**src/rtl/sfs_pkg.sv**
```systemverilog
package sfs_pkg;
  typedef enum logic [1:0] {
    SEQ_OFF  = 2'd0,
    SEQ_ON   = 2'd1,
    SEQ_STOP = 2'd2
  } seq_state_e;
endpackage

```
**src/rtl/sfs_tick_gen.sv**
```systemverilog
module sfs_tick_gen #(
  parameter int TICK_DIV = 100
) (
  input  logic clk_i,
  input  logic rst_ni,
  output logic tick_o
);
  localparam int CW = $clog2(TICK_DIV + 1);
  localparam logic [CW-1:0] LAST = CW'(TICK_DIV - 1);

  logic [CW-1:0] cnt_q;

  always_ff @(posedge clk_i or negedge rst_ni) begin
    if (!rst_ni)             cnt_q <= '0;
    else if (cnt_q == LAST)  cnt_q <= '0;
    else                     cnt_q <= cnt_q + 1'b1;
  end

  assign tick_o = (cnt_q == LAST);
endmodule

```
**src/rtl/sfs_req_debounce.sv**
```systemverilog
module sfs_req_debounce #(
  parameter int DEB_TICKS = 38000
) (
  input  logic clk_i,
  input  logic rst_ni,
  input  logic tick_i,
  input  logic raw_i,
  output logic level_o,
  output logic rise_o,
  output logic fall_o
);
  localparam int CW = $clog2(DEB_TICKS + 1);
  localparam logic [CW-1:0] LAST = CW'(DEB_TICKS - 1);

  logic [CW-1:0] cnt_q;
  logic          level_q;
  logic          differ;

  assign differ = (raw_i != level_q);

  always_ff @(posedge clk_i or negedge rst_ni) begin
    if (!rst_ni) begin
      cnt_q   <= '0;
      level_q <= 1'b1;  // off until proven otherwise
      rise_o  <= 1'b0;
      fall_o  <= 1'b0;
    end else begin
      rise_o <= 1'b0;
      fall_o <= 1'b0;
      if (!differ) begin
        cnt_q <= '0;
      end else if (tick_i) begin
        if (cnt_q == LAST) begin
          cnt_q   <= '0;
          level_q <= raw_i;
          rise_o  <= raw_i;
          fall_o  <= ~raw_i;
        end else begin
          cnt_q <= cnt_q + 1'b1;
        end
      end
    end
  end

  assign level_o = level_q;

  assert_db_step_R3: assert property (@(posedge clk_i) disable iff (!rst_ni)
    (level_q != $past(level_q)) |-> ($past(tick_i) && ($past(raw_i) == level_q)));
endmodule

```
**src/rtl/sfs_flag_filter.sv**
```systemverilog
module sfs_flag_filter #(
  parameter int FILT_TICKS = 73
) (
  input  logic clk_i,
  input  logic rst_ni,
  input  logic tick_i,
  input  logic en_i,
  input  logic flag_i,
  output logic hit_o
);
  localparam int CW = $clog2(FILT_TICKS + 1);
  localparam logic [CW-1:0] LAST = CW'(FILT_TICKS - 1);

  logic [CW-1:0] cnt_q;

  always_ff @(posedge clk_i or negedge rst_ni) begin
    if (!rst_ni) begin
      cnt_q <= '0;
      hit_o <= 1'b0;
    end else begin
      hit_o <= 1'b0;
      if (!en_i || !flag_i) begin
        cnt_q <= '0;
      end else if (tick_i) begin
        if (cnt_q == LAST) begin
          cnt_q <= '0;
          hit_o <= 1'b1;
        end else begin
          cnt_q <= cnt_q + 1'b1;
        end
      end
    end
  end

  assert_hit_flag_R8: assert property (@(posedge clk_i) disable iff (!rst_ni)
    hit_o |-> ($past(flag_i) && $past(en_i)));
endmodule

```
**src/rtl/supply_fault_seq.sv**
```systemverilog
module supply_fault_seq
  import sfs_pkg::*;
#(
  parameter int NRAIL         = 3,
  parameter int TICK_DIV      = 100,
  parameter int DEB_TICKS     = 38000,
  parameter int OFF_DLY_TICKS = 2300,
  parameter int BLANK_TICKS   = 75000,
  parameter int FILT_TICKS    = 73
) (
  input  logic             clk_i,
  input  logic             rst_ni,
  input  logic             on_req_ni,
  input  logic [NRAIL-1:0] rail_uv_i,
  input  logic [NRAIL-1:0] rail_ov_i,
  output logic             fault_prot_o,
  output logic             fault_pulse_o
);
  localparam int BW = $clog2(BLANK_TICKS + 1);
  localparam int SW = $clog2(OFF_DLY_TICKS + 1);
  localparam logic [BW-1:0] BLANK_END = BW'(BLANK_TICKS);
  localparam logic [SW-1:0] STOP_LAST = SW'(OFF_DLY_TICKS - 1);

  logic             tick;
  logic             req_level, req_rise, req_fall;
  seq_state_e       state_q;
  logic [BW-1:0]    blank_cnt_q;
  logic [SW-1:0]    stop_cnt_q;
  logic             blank;
  logic             rails_live;
  logic [NRAIL-1:0] uv_masked, uv_hit, ov_hit;
  logic             any_hit;
  logic             fault_q;

  sfs_tick_gen #(.TICK_DIV(TICK_DIV)) u_tick (
    .clk_i(clk_i), .rst_ni(rst_ni), .tick_o(tick)
  );

  sfs_req_debounce #(.DEB_TICKS(DEB_TICKS)) u_deb (
    .clk_i(clk_i), .rst_ni(rst_ni), .tick_i(tick), .raw_i(on_req_ni),
    .level_o(req_level), .rise_o(req_rise), .fall_o(req_fall)
  );

  assign rails_live = (state_q != SEQ_OFF);
  assign blank      = (blank_cnt_q != BLANK_END);
  assign uv_masked  = rail_uv_i & {NRAIL{~blank}};

  for (genvar g = 0; g < NRAIL; g++) begin : g_rail
    sfs_flag_filter #(.FILT_TICKS(FILT_TICKS)) u_uv (
      .clk_i(clk_i), .rst_ni(rst_ni), .tick_i(tick), .en_i(rails_live),
      .flag_i(uv_masked[g]), .hit_o(uv_hit[g])
    );
    sfs_flag_filter #(.FILT_TICKS(FILT_TICKS)) u_ov (
      .clk_i(clk_i), .rst_ni(rst_ni), .tick_i(tick), .en_i(rails_live),
      .flag_i(rail_ov_i[g]), .hit_o(ov_hit[g])
    );
  end

  assign any_hit = rails_live && (|uv_hit || |ov_hit);

  always_ff @(posedge clk_i or negedge rst_ni) begin
    if (!rst_ni) begin
      state_q     <= SEQ_OFF;
      blank_cnt_q <= '0;
      stop_cnt_q  <= '0;
    end else begin
      if (tick && state_q == SEQ_ON && blank) blank_cnt_q <= blank_cnt_q + 1'b1;
      unique case (state_q)
        SEQ_OFF: if (req_fall) begin
          state_q     <= SEQ_ON;
          blank_cnt_q <= '0;
        end
        SEQ_ON: if (req_rise) begin
          // a latched fault skips the turn-off delay: output is already high
          state_q    <= fault_q ? SEQ_OFF : SEQ_STOP;
          stop_cnt_q <= '0;
        end
        SEQ_STOP: begin
          if (req_fall) begin
            state_q <= SEQ_ON;
          end else if (tick) begin
            if (stop_cnt_q == STOP_LAST) state_q <= SEQ_OFF;
            else                         stop_cnt_q <= stop_cnt_q + 1'b1;
          end
        end
        default: state_q <= SEQ_OFF;
      endcase
    end
  end

  always_ff @(posedge clk_i or negedge rst_ni) begin
    if (!rst_ni) begin
      fault_q       <= 1'b0;
      fault_pulse_o <= 1'b0;
    end else begin
      fault_pulse_o <= any_hit && !fault_q && !req_rise;
      if (req_rise)     fault_q <= 1'b0;
      else if (any_hit) fault_q <= 1'b1;
    end
  end

  assign fault_prot_o = (state_q == SEQ_OFF) || fault_q;

  assert_latch_hold_R9: assert property (@(posedge clk_i) disable iff (!rst_ni)
    (fault_q && !req_rise) |=> fault_q);
  assert_pulse_once_R10: assert property (@(posedge clk_i) disable iff (!rst_ni)
    fault_pulse_o |=> !fault_pulse_o);
  assert_pulse_prot_R10: assert property (@(posedge clk_i) disable iff (!rst_ni)
    fault_pulse_o |-> fault_prot_o);
  assert_uv_blank_R6: assert property (@(posedge clk_i) disable iff (!rst_ni)
    (|uv_hit) |-> !$past(blank));
  assert_on_req_R4: assert property (@(posedge clk_i) disable iff (!rst_ni)
    $fell(fault_prot_o) |-> !req_level);
  assert_off_delay_R5: assert property (@(posedge clk_i) disable iff (!rst_ni)
    ($rose(fault_prot_o) && !fault_q) |-> ($past(state_q) == SEQ_STOP));
endmodule

```
**config.mk**
```make
export PLATFORM = sky130hd
export DESIGN_NAME = supply_fault_seq
export DESIGN_NICKNAME = d
export VERILOG_FILES = /design/src/rtl/sfs_pkg.sv /design/src/rtl/sfs_tick_gen.sv /design/src/rtl/sfs_req_debounce.sv /design/src/rtl/sfs_flag_filter.sv /design/src/rtl/supply_fault_seq.sv
export SDC_FILE = /design/constraint.sdc
export NUM_CORES = 1
export LEC_CHECK = 0
export BUFFER_PORTS_ARGS = -buffer_cell sky130_fd_sc_hd__buf_2
export CORE_UTILIZATION = 57
export DETAILED_ROUTE_END_ITERATION = 12
export GPL_TIMING_DRIVEN = 0
export PLACE_DENSITY = 0.76
export SLEW_MARGIN = 25
export SYNTH_ARGS = -nofsm -noshare
export SYNTH_HDL_FRONTEND = slang
export SYNTH_SLANG_ARGS = --single-unit
```
**constraint.sdc**
```tcl
create_clock -name clk_i -period 2.1 [get_ports clk_i]
set_input_delay 0.42 -clock clk_i [delete_from_list [all_inputs] [get_ports clk_i]]
set_output_delay 0.42 -clock clk_i [all_outputs]
set_load 0.01 [all_outputs]
```
-- After elaboration in Yosys (flattened, before gate mapping)
Cells that the tools add are included.
- input port bits: 9
- logic and storage cells: 156
- register bits: 107
- output and inout port bits: 2
- bitwise operators: 3
- equality and inequality tests: 21
- $add $sub $neg: 10
- multiplexer cells: 63
- reduce and logical (&&, ||, !) cells: 37
- operators by type and width (kind ; count):
    two-way mux 7 bit ; 19
    two-way mux 17 bit ; 3
    adder 7 x 1 -> 7 bit (second input constant) ; 7
    == test 7 bit (second input constant) ; 7
    two-way mux 12 bit ; 4
    two-way mux 16 bit ; 3
    two-way mux 1 bit ; 26
    case mux 12 bit (2 select lines) ; 1
    nonzero test 2 bit ; 9
    adder 17 x 1 -> 17 bit (second input constant) ; 1
    inequality test 17 bit (second input constant) ; 1
    adder 16 x 1 -> 16 bit (second input constant) ; 1
    == test 16 bit (second input constant) ; 1
    adder 12 x 1 -> 12 bit (second input constant) ; 1
    == test 12 bit (second input constant) ; 1
    two-way mux 2 bit ; 6
    logical NOT 1 bit ; 9
    logical OR 1 bit ; 8
    inequality test 2 bit (second input constant) ; 4
    inequality test 3 x 2 -> 1 bit (second input constant) ; 2
    case mux 2 bit (3 select lines) ; 1
    OR reduction 3 bit ; 2
    logical AND 1 bit ; 5
    AND reduction 5 bit ; 1
    9 further kinds ; 11

-- Logic depth before layout (Yosys ltp)
Gate-level depths: netlist of the first run.
- depth after elaboration: 6
- depth in mapped cells: 8
- depth with buffers taken out: 7

-- By module
A second synthesis of the first run with hierarchy kept.
- cells, all modules: 636
- area total of the unflattened synthesis: 6234.7 sq um
- by module, submodules not included (module ; times used ; cells an instance ; seq. area each (sq um) ; area each (sq um)):
    sfs_flag_filter ; 6 ; 48 ; 200.2 ; 475.5
    supply_fault_seq ; 1 ; 215 ; 825.8 ; 1968.1
    sfs_req_debounce ; 1 ; 104 ; 476.7 ; 1068.5
    sfs_tick_gen ; 1 ; 29 ; 175.2 ; 345.3

-- Least setup slack after synthesis of the first run
No wires, ideal clock.
- path kind: register -> register
- start point: register blank_cnt_q[9]
- end point: register g_rail[1].u_uv.cnt_q[2]
- data arrival time: 2.030 ns
- required time: 2.024 ns
- clock period less this slack: 2.106 ns
- path slack: -0.006 ns
- setup time: 0.076 ns
- cell stages (with the launch flop): 7
- buffers on the path: 1
- cells stage by stage: dfrtp_1 or4b_4 nor2_1 or4b_1 buf_2 or3_1 o21ai_1
- cells in the longest elaborated chain, start to end: 6
- elaborated cells between the ends (all ways): 7
- classes of those cells: 1 x eq/ne; 1 x mux; 2 x bitwise; 3 x reduce/logical
- ends and longest elaborated chain (item ; RTL line ; RTL):
    from (decl) ; supply_fault_seq.sv:27 ; logic [BW-1:0] blank_cnt_q;
    from (signal assigned) ; supply_fault_seq.sv:67 ; if (tick && state_q == SEQ_ON && blank) blank_cnt_q <= blank_cnt_q + 1'b1;
    inequality test 17 bit (*) ; supply_fault_seq.sv:45 ; assign blank = (blank_cnt_q != BLANK_END);
    inverter 1 bit (*) ; supply_fault_seq.sv:46 ; assign uv_masked = rail_uv_i & {NRAIL{~blank}};
    AND 3 bit (*) ; supply_fault_seq.sv:46 ;
    logical NOT 1 bit (*) ; sfs_flag_filter.sv:22 ; if (!en_i || !flag_i) begin
    logical OR 1 bit (*) ; sfs_flag_filter.sv:22 ;
    two-way mux 7 bit or nonzero test 2 bit (tied branches) ; n/a ;
    to (signal assigned) ; sfs_flag_filter.sv:29 ; cnt_q <= cnt_q + 1'b1;
    to (decl) ; sfs_flag_filter.sv:14 ; logic [CW-1:0] cnt_q;
Every way passes the cells marked *; elsewhere a longest branch is shown, timed or not.
A chain may end at the register's enable or synchronous reset.

-- Worst setup path in the final report of the first run
- start point: register blank_cnt_q[11]
- end point: register g_rail[1].u_uv.cnt_q[2]
Same word-level chain as after synthesis.

==> impl_metrics.toml, run 1 <==
[synth]
yosys-top-cells-count = "dfrtp_1 (106), nor2_1 (71), nand2_1 (53)"
syn_nets = 637
syn_area_sq_um = 5610
netlist_instances = 611
ys.flop_type = "dfrtp_1"
avgSynthCellArea_sq_um = 9.19
yosysUniqueCellTypes = 53
async_flop_share_pct = 100
yosysSeqAreaShare_pct = 47.7
ys_ff_latch = 107
synth_largest_area_cell = "dfrtp_1"
synth_edf_count = 0
synth_warnings = 0
synth_top_area_share_pct = 47.2
synth_area_leaders = "dfrtp_1 (47%), nor2_1 (4.7%), a21oi_1 (3.8%)"
synth.most_common_cell = "dfrtp_1"

[route]
ant_nets = 0
first_pass_iters = 5
wl_per_cell_um = 16.7
drt_iter0_drc = 242
drc_errors = 0
wirelength_mm = 12.9
routed_via_density = 6.14
dr_total_vias = 4745

[cells_and_area]
fin_util_pct = 67.7
stdcell_count = 773
n_fill_cell = 777
finish.instance_area_sq_um = 6340
drive_gt1_share_pct = 12.7
diodes = 0
syn_to_final_growth_pct = 13.0
nNetsFinal = 666

[die]
dieArea_sq_um = 10300
core_region_area_sq_um = 9370
die_h_um = 101
io_pins = 11
core.rowCount = 35
initial_core_util_pct = 59.9
die_x_um = 101

[clock_tree]
numCtsBuffers = 9
cts_root_buf = "clkbuf_8"
clock_latency_ns = 0.38
cts.htree.levels = 3
path_clk_slew_ns = 0.10
clock-sinks = 107
clock_path_buffers = 2
cts_tree = "yes"

[flow_run]
cap_violations = 0

[pwr]
p_leak_uw = 0.00268
peakVddDrop_mv = 0.362
powerDensity_nw_per_um2 = 543

[critical_path]
cp.arrival_ns = 2.41
reg2reg_slack_ns = 0.01
path_max_fanout = 5
r2r-start = "blank_cnt_q[11]"
crit_path_start = "blank_cnt_q[11]"
cp-end-kind = "flip-flop"
path_class = "reg2reg"
worstPathRequired_ns = 2.42
critPathLaunchType = "flip-flop"

[global_routing]
antenna_found_initial = 0
grt_pass1_wl_mm = 21.5
grt_max_degree = 72
grt_overflow = 0
grt_pass1_vias = 4496
grt_usage_pct = 27.0

[place]
dp_cells = 751
placed_area_sq_um = 5870
io_buffers = 10
gp_congestion = 0.841
dpl.hpwl_mm = 8.51

[sta]
fmax_mhz = 479
fin_crit_ns = 2.09
rsz0062_at_grt = "yes"
min_period_over_period_pct = 99.5
max_slew.worst_pin.slew_ns = 0.682
hold_slack_ns = 0.286
fin_tns_setup_ns = 0
setup_violations = 0
slew_viol_final = 0
finClkSkew_ns = 0.0144
relSlewSlack_pct = 54.2
hold_violations = 0

[worst_hold_path]
hold_start = "on_req_ni"
hold_class = "in2reg"

[status]
status = "finished, final reports clean"
cell type report:
cell class	count	area [sq um]	share of cell area (%)
plain buffers	14	78.8	1.24
clock buffers	11	141	2.23
clock inverters	4	51.3	0.809
inverters	20	75.1	1.18
multi-input cells	465	2980	47.0
flip-flops and latches	107	2680	42.3
well taps	129	161	2.54
repair buffers	23	176	2.78
path summary, 6_finish.rpt:
path,endpoint,cells after the start
worst max-delay path,g_rail[1].u_uv.cnt_q[2],5
worst min-delay path,u_deb.fall_o,2
worst max register to register,g_rail[1].u_uv.cnt_q[2],5
worst min register to register,stop_cnt_q[11],1
max in group asynchronous,g_rail[0].u_uv.cnt_q[0],3
min in group asynchronous,blank_cnt_q[2],2
layer usage:
layer	share of wire [%]	global-route usage, %	up-vias
li1	-	-	2254
met1	44	34.0	2375
met2	50	46.5	96
met3	3.9	5.45	20
met4	1.7	9.14	0
met5	0	0	-
metrics by stage:
stage | total power [uW] | setup slack, ns
2_1_floorplan | 2120 | 0.000669
3_3_place_gp | 2170 | -0.608
3_5_place_dp | 2180 | -0.514
4_1_cts | 3460 | -0.0151
5_1_grt | 3550 | -0.0630
6_report | 3440 | 0.0105
kinds of logic after synthesis:
kind of cell	Yosys count	synth area share [%]
adder cells (fa/ha/maj)	17	3.79
buffers and inverters	39	2.65
XOR/XNOR	34	5.30
multiplexers	5	0.936
AO/OA/AOI/OAI	120	12.5
AND/OR/NAND/NOR	289	27.1
flip-flops	107	47.7
flip-flops by register name, indices dropped and copies added, names as in the netlist:
signal and cells:
u_tick.cnt_q 7, g_rail.u_uv.hit_o 3, g_rail.u_ov.hit_o 3, u_deb.rise_o 1, u_deb.level_o 1, state_q 2, fault_pulse_o 1, g_rail.u_ov.cnt_q 21
u_deb.fall_o 1, stop_cnt_q 12, blank_cnt_q 17, g_rail.u_uv.cnt_q 21, u_deb.cnt_q 16, fault_q 1
repair_timing:
item                                    CTS  global route
setup buffers                             7             4
endpoints found under the hold margin    35             0
pin swaps                                 7             4
hold buffers                              1             0
endpoints found under the setup margin   86            71
resized for setup                        32            27
cell usage in the layout, fill, tap and decap left out, types with 4 or more instances in the layout:
master | Yosys | layout
a21oi_1 | 43 | 43
a311oi_1 | 8 | 8
a31oi_1 | 5 | 5
and2_1 | 5 | 5
and3_1 | 25 | 25
and4_1 | 7 | 6
buf_2 | 1 | 9
buf_4 | 0 | 13
clkbuf_1 | 17 | 4
clkbuf_2 | 1 | 6
clkbuf_8 | 0 | 10
dfrtp_1 | 106 | 104
ha_1 | 17 | 16
inv_1 | 20 | 20
nand2_1 | 53 | 50
nand2b_1 | 7 | 7
nand3_1 | 40 | 38
nand3b_1 | 5 | 5
nand4_1 | 15 | 15
nor2_1 | 71 | 67
nor2_2 | 0 | 4
nor3_1 | 16 | 16
nor3b_1 | 7 | 7
nor4b_1 | 7 | 7
o21ai_0 | 37 | 36
o21ai_1 | 5 | 5
or3_1 | 5 | 5
xnor2_1 | 15 | 14
xor2_1 | 19 | 19
worst max-delay path: stages, from the launching register on:
cell and delay, ns:
dfrtp_1 0.40, or4b_4 0.57, nor2_1 0.11, or4b_4 0.52, or3_1 0.32, o21ai_1 0.11
report_power, final:
part           internal [uW]  switching, uW  total [uW]  leakage [uW]
Sequential              2060           1.85        2060       0.00147
Combinational           19.4           65.1        84.6       0.00111
Clock                    579            716        1300     0.0000954
Note: power is estimated with default switching activity, not from simulation.
==> run 2: changes to the inputs <==
--- a/config.mk
+++ b/config.mk
@@ -6,10 +6,12 @@
 export NUM_CORES = 1
 export LEC_CHECK = 0
 export BUFFER_PORTS_ARGS = -buffer_cell sky130_fd_sc_hd__buf_2
-export CORE_UTILIZATION = 57
+export CELL_PAD_IN_SITES_DETAIL_PLACEMENT = 0
+export CELL_PAD_IN_SITES_GLOBAL_PLACEMENT = 1
+export CORE_UTILIZATION = 44
 export DETAILED_ROUTE_END_ITERATION = 12
 export GPL_TIMING_DRIVEN = 0
-export PLACE_DENSITY = 0.76
+export PLACE_DENSITY_LB_ADDON = 0.1
 export SLEW_MARGIN = 25
 export SYNTH_ARGS = -nofsm -noshare
 export SYNTH_HDL_FRONTEND = slang
==> impl_metrics.toml, run 2 (synthesis gave the netlist of run 1 again) <==
[status]
status = "complete, but fails checks"
violations = "negative setup slack"

[die]
core_region_area_sq_um = 12200
die_h_um = 115
dieArea_sq_um = 13200
initial_core_util_pct = 46.0
core.rowCount = 40
io_pins = 11
die_x_um = 115

[critical_path]
cp_slowest_cell = "or4b_4"
worstPathRequired_ns = 2.38
crit_path_start = "blank_cnt_q[9]"
critical-path-top-delay-family = "simple AND/OR/NAND/NOR gates"
reg2reg_slack_ns = -0.01
cp.depth = 5
path_max_fanout = 5
r2r-start = "blank_cnt_q[9]"
cp-end-kind = "flip-flop"
critical_path.endpoint = "g_rail[1].u_uv.cnt_q[2]"
r2r_end = "g_rail[1].u_uv.cnt_q[2]"
path_class = "reg2reg"
critPathLaunchType = "flip-flop"
reg2regPathDepth = 5
path_common_cell = "or4b_4"
cp.arrival_ns = 2.39
worst-path-buf-inv = 0
slowest_delay_ns = 0.59
crit_chain = "or4b_4 > nor2_2 > or4b_4 > or3_1 > o21ai_1"

[clock_tree]
cts.htree.levels = 3
numCtsBuffers = 9
clock_path_buffers = 2
clock-sinks = 107
cts_root_buf = "clkbuf_16"
cts_tree = "yes"
cts_hold_buf = 0
path_clk_slew_ns = 0.07
clock_latency_ns = 0.35

[route]
wirelength_mm = 12.7
drt_iter0_drc = 214
drc_errors = 0
first_pass_iters = 6
routed_via_density = 5.59
ant_nets = 0
dr_total_vias = 4512
wl_per_cell_um = 15.8

[sta]
hold_violations = 0
slew_viol_final = 0
rsz0062_at_grt = "yes"
finClkSkew_ns = 0.00763
relSlewSlack_pct = 53.7
min_period_over_period_pct = 101
fin_crit_ns = 2.11
fmax_mhz = 473
fin_ws_ns = -0.0138
max_slew.worst_pin.slew_ns = 0.690
setup_violations = 1
hold_slack_ns = 0.0106

[global_routing]
antenna_found_initial = 0
grt_overflow = 0
grt_pass1_vias = 4436
grt_max_degree = 60
grt_pass1_wl_mm = 21.8
grt_usage_pct = 21.3

[pwr]
intPower_uw = 3270
swShare_pct = 19.9
seq_power_share_pct = 50.5
powerDensity_nw_per_um2 = 633
switchingPower_uw = 812
pwr-share-clk_pct = 47.5
pwr-share-comb_pct = 2.0
p_leak_uw = 0.00271
peakVddDrop_mv = 0.491

[cells_and_area]
final_common_cell = "dfrtp_1"
stdcell_count = 807
diodes = 0
regArea_sq_um = 2680
mostFrequentLayoutCells = "dfrtp_1 (106), nor2_1 (66), nand2_1 (51)"
multi_input_area_sq_um = 2930
largest_registers = "g_rail.u_ov.cnt_q x21, g_rail.u_uv.cnt_q x21, blank_cnt_q x17"
n_fill_cell = 1157
finish.instance_area_sq_um = 6450
fin_util_pct = 52.8
syn_to_final_growth_pct = 14.9
nNetsFinal = 661
drive_gt1_share_pct = 11.0

[place]
dp_cells = 790
io_buffers = 10
placed_area_sq_um = 5910
gp_congestion = 0.779
dpl.hpwl_mm = 8.57

[flow_run]
cap_violations = 0

[worst_hold_path]
hold_class = "in2async"
run 2: cell types whose count changed in the layout (fill, tap and decap cells not counted), sizes merged:
cell | before | now
clkinvlp | 1 | 0
bufinv | 1 | 3
clkinv | 2 | 1
dlygate4sd3 | 1 | 0
buf | 24 | 20
run 2: metrics by stage:
step | setup slack [ns] | total power, uW | TNS [ns]
finish | -0.0138 | 4090 | -0.0138
CTS | -0.0496 | 4140 | -0.123
global placement | -0.707 | 2180 | -100.18
global route | -0.0908 | 4230 | -0.446
detailed placement | -0.624 | 2190 | -28.21
floorplan | 0.000669 | 2120 | 0
run 2: final cells by class:
class / count / area share [%]
Clock inverter: 4 / 1.53
Sequential cell: 107 / 41.5
Clock buffer: 11 / 3.76
Timing Repair Buffer: 18 / 2.11
Multi-Input combinational cell: 465 / 45.5
Tap cell: 168 / 3.26
Buffer: 14 / 1.18
Inverter: 20 / 1.16
run 2: worst reg2reg max path, stage by stage (launching register included):
cell and delay (ns):
dfrtp_1 0.39, or4b_4 0.59, nor2_2 0.12, or4b_4 0.52
or3_1 0.32, o21ai_1 0.11
run 2: how the worst min path moves through the flow:
stage / start / endpoint / cells after the start
4_1_cts: rst_ni / g_rail[2].u_uv.cnt_q[6] / 1
2_1_floorplan: rst_ni / blank_cnt_q[0] / 0
3_5_place_dp: rst_ni / blank_cnt_q[9] / 1
3_3_place_gp: u_tick.cnt_q[0] / u_tick.cnt_q[0] / 1
5_1_grt: rst_ni / blank_cnt_q[2] / 1
6_report: rst_ni / blank_cnt_q[9] / 1
run 2: power by group through the flow:
stage	Combinational (uW)	Clock, uW	Sequential [uW]
final	80.6	1940	2060
after global routing	92.8	2070	2060
after CTS	83.3	2000	2060
after detailed placement	83.1	0	2100
after global placement	74.6	0	2100
after floorplan	15.6	0	2100
run 2: routing by layer:
metal,GRT usage (%),wire length [um]
met1,28.0,6130
met2,36.1,6170
met3,5.06,324
met4,4.24,99
met5,0,0
run 2: what timing repair did:
| action | CTS | global route |
|---|---|---|
| resized for setup | 31 | 13 |
| pin swaps | 5 | 2 |
| buffers inserted | 4 | 3 |
| endpoints found under the setup margin | 89 | 49 |
==> run 3: changes to the inputs <==
--- a/config.mk
+++ b/config.mk
@@ -5,10 +5,12 @@
 export SDC_FILE = /design/constraint.sdc
 export NUM_CORES = 1
 export LEC_CHECK = 0
+export ABC_CLOCK_PERIOD_IN_PS = 2100
 export BUFFER_PORTS_ARGS = -buffer_cell sky130_fd_sc_hd__buf_2
 export CELL_PAD_IN_SITES_DETAIL_PLACEMENT = 0
 export CELL_PAD_IN_SITES_GLOBAL_PLACEMENT = 1
-export CORE_UTILIZATION = 44
+export CORE_UTILIZATION = 46
+export CTS_BUF_LIST = sky130_fd_sc_hd__clkbuf_2 sky130_fd_sc_hd__clkbuf_4 sky130_fd_sc_hd__clkbuf_8
 export DETAILED_ROUTE_END_ITERATION = 12
 export GPL_TIMING_DRIVEN = 0
 export PLACE_DENSITY_LB_ADDON = 0.1
==> impl_metrics.toml, run 3 (synthesis gave the netlist of run 1 again) <==
[critical_path]
path_max_fanout = 5
path_common_cell = "or4b_4"
path_class = "reg2reg"
cp_slowest_cell = "or4b_4"
cp-end-kind = "flip-flop"
cp.arrival_ns = 2.44
critPathLaunchType = "flip-flop"
worstPathRequired_ns = 2.42
worst-path-buf-inv = 0
slowest_delay_ns = 0.57
critical-path-top-delay-family = "simple AND/OR/NAND/NOR gates"
crit_chain = "or4b_4 > nor2_2 > or4b_4 > or3_1 > o21ai_1"

[route]
dr_total_vias = 4564
wirelength_mm = 12.6
first_pass_iters = 5
drc_errors = 0
routed_via_density = 5.80
ant_nets = 0
wl_per_cell_um = 16.0
drt_iter0_drc = 314

[status]
violations = "negative setup slack"
status = "complete, but fails checks"

[place]
dpl.hpwl_mm = 8.57
io_buffers = 10
dp_slack_ns = -0.575
gp_congestion = 0.834
placed_area_sq_um = 5880
dp_cells = 765

[worst_hold_path]
hold_class = "in2reg"

[pwr]
powerDensity_nw_per_um2 = 582
p_leak_uw = 0.00267
peakVddDrop_mv = 0.411

[sta]
setup_violations = 4
fmax_mhz = 472
relSlewSlack_pct = 57.1
max_slew.worst_pin.slew_ns = 0.640
slew_viol_final = 0
fin_ws_ns = -0.0175
finClkSkew_ns = 0.0124
min_period_over_period_pct = 101
fin_crit_ns = 2.12
fin_tns_setup_ns = -0.0291
rsz0062_at_grt = "yes"
hold_violations = 0

[global_routing]
grt_usage_pct = 21.3
antenna_found_initial = 0
grt_max_degree = 56
grt_pass1_vias = 4402
grt_overflow = 0
grt_pass1_wl_mm = 21.3

[clock_tree]
clock_latency_ns = 0.39
path_clk_slew_ns = 0.10
clock-sinks = 107
cts_tree = "yes"
numCtsBuffers = 9
cts.htree.levels = 3
cts_root_buf = "clkbuf_8"
clock_path_buffers = 2

[flow_run]
cap_violations = 0

[cells_and_area]
largest_registers = "g_rail.u_ov.cnt_q x21, g_rail.u_uv.cnt_q x21, blank_cnt_q x17"
drive_gt1_share_pct = 12.0
diodes = 0
finish.instance_area_sq_um = 6360
stdcell_count = 787
syn_to_final_growth_pct = 13.4
final_common_cell = "dfrtp_1"
mostFrequentLayoutCells = "dfrtp_1 (104), nor2_1 (68), nand2_1 (50)"
n_fill_cell = 1018
nNetsFinal = 665
fin_util_pct = 54.6

[die]
die_h_um = 112
core_region_area_sq_um = 11700
dieArea_sq_um = 12700
io_pins = 11
core.rowCount = 39
initial_core_util_pct = 48.1
die_x_um = 112
## run 3: worst paths after layout
path | start | endpoint | slack [ns] | cells after the start
max | blank_cnt_q[9] | g_rail[1].u_uv.cnt_q[2] | -0.02 | 5
min | on_req_ni | u_deb.fall_o | 0.29 | 2
max reg2reg | blank_cnt_q[9] | g_rail[1].u_uv.cnt_q[2] | -0.02 | 5
min reg2reg | fault_q | state_q[1] | 0.49 | 1
max in group asynchronous | rst_ni | g_rail[0].u_ov.cnt_q[0] | 0.92 | 3
min in group asynchronous | rst_ni | blank_cnt_q[8] | 0.54 | 2
## run 3: cell type report
| class | count | area [sq um] | area share (%) |
|---|---|---|---|
| clock inverter | 7 | 125 | 1.97 |
| multi-input combinational | 465 | 2940 | 46.2 |
| inverter | 20 | 75.1 | 1.18 |
| tap | 143 | 179 | 2.81 |
| sequential | 107 | 2680 | 42.1 |
| buffer | 14 | 72.6 | 1.14 |
| clock buffer | 9 | 124 | 1.95 |
| timing repair buffer | 22 | 169 | 2.65 |
## run 3: stage by stage
step / power [uW] / hold slack [ns]
after floorplan: 2120 / 0.124
after global placement: 2180 / 0.442
after detailed placement: 2190 / 0.406
after CTS: 3750 / 0.254
after global routing: 3830 / 0.292
final: 3700 / 0.294
## run 3: routing by layer
layer | vias to the layer above | share of wire (%) | global-route usage, % | wire [um]
li1 | 2257 | - | - | -
met1 | 2240 | 47 | 27.8 | 5950
met2 | 58 | 49 | 35.7 | 6200
met3 | 9 | 2.8 | 5.18 | 352
met4 | 0 | 1.0 | 5.24 | 129
met5 | - | 0 | 0 | 0
## run 3: power by group
part	internal (uW)	switching, uW
Combinational	19.7	63.3
Clock	802	755
Sequential	2060	1.78
## run 3: repair_timing
item,in CTS,in global routing
pin swaps,6,4
setup buffers,4,6
gates cloned,0,0
hold buffers,1,0
gates resized for setup,29,18
endpoints found under the hold margin,51,0
endpoints found under the setup margin,90,78
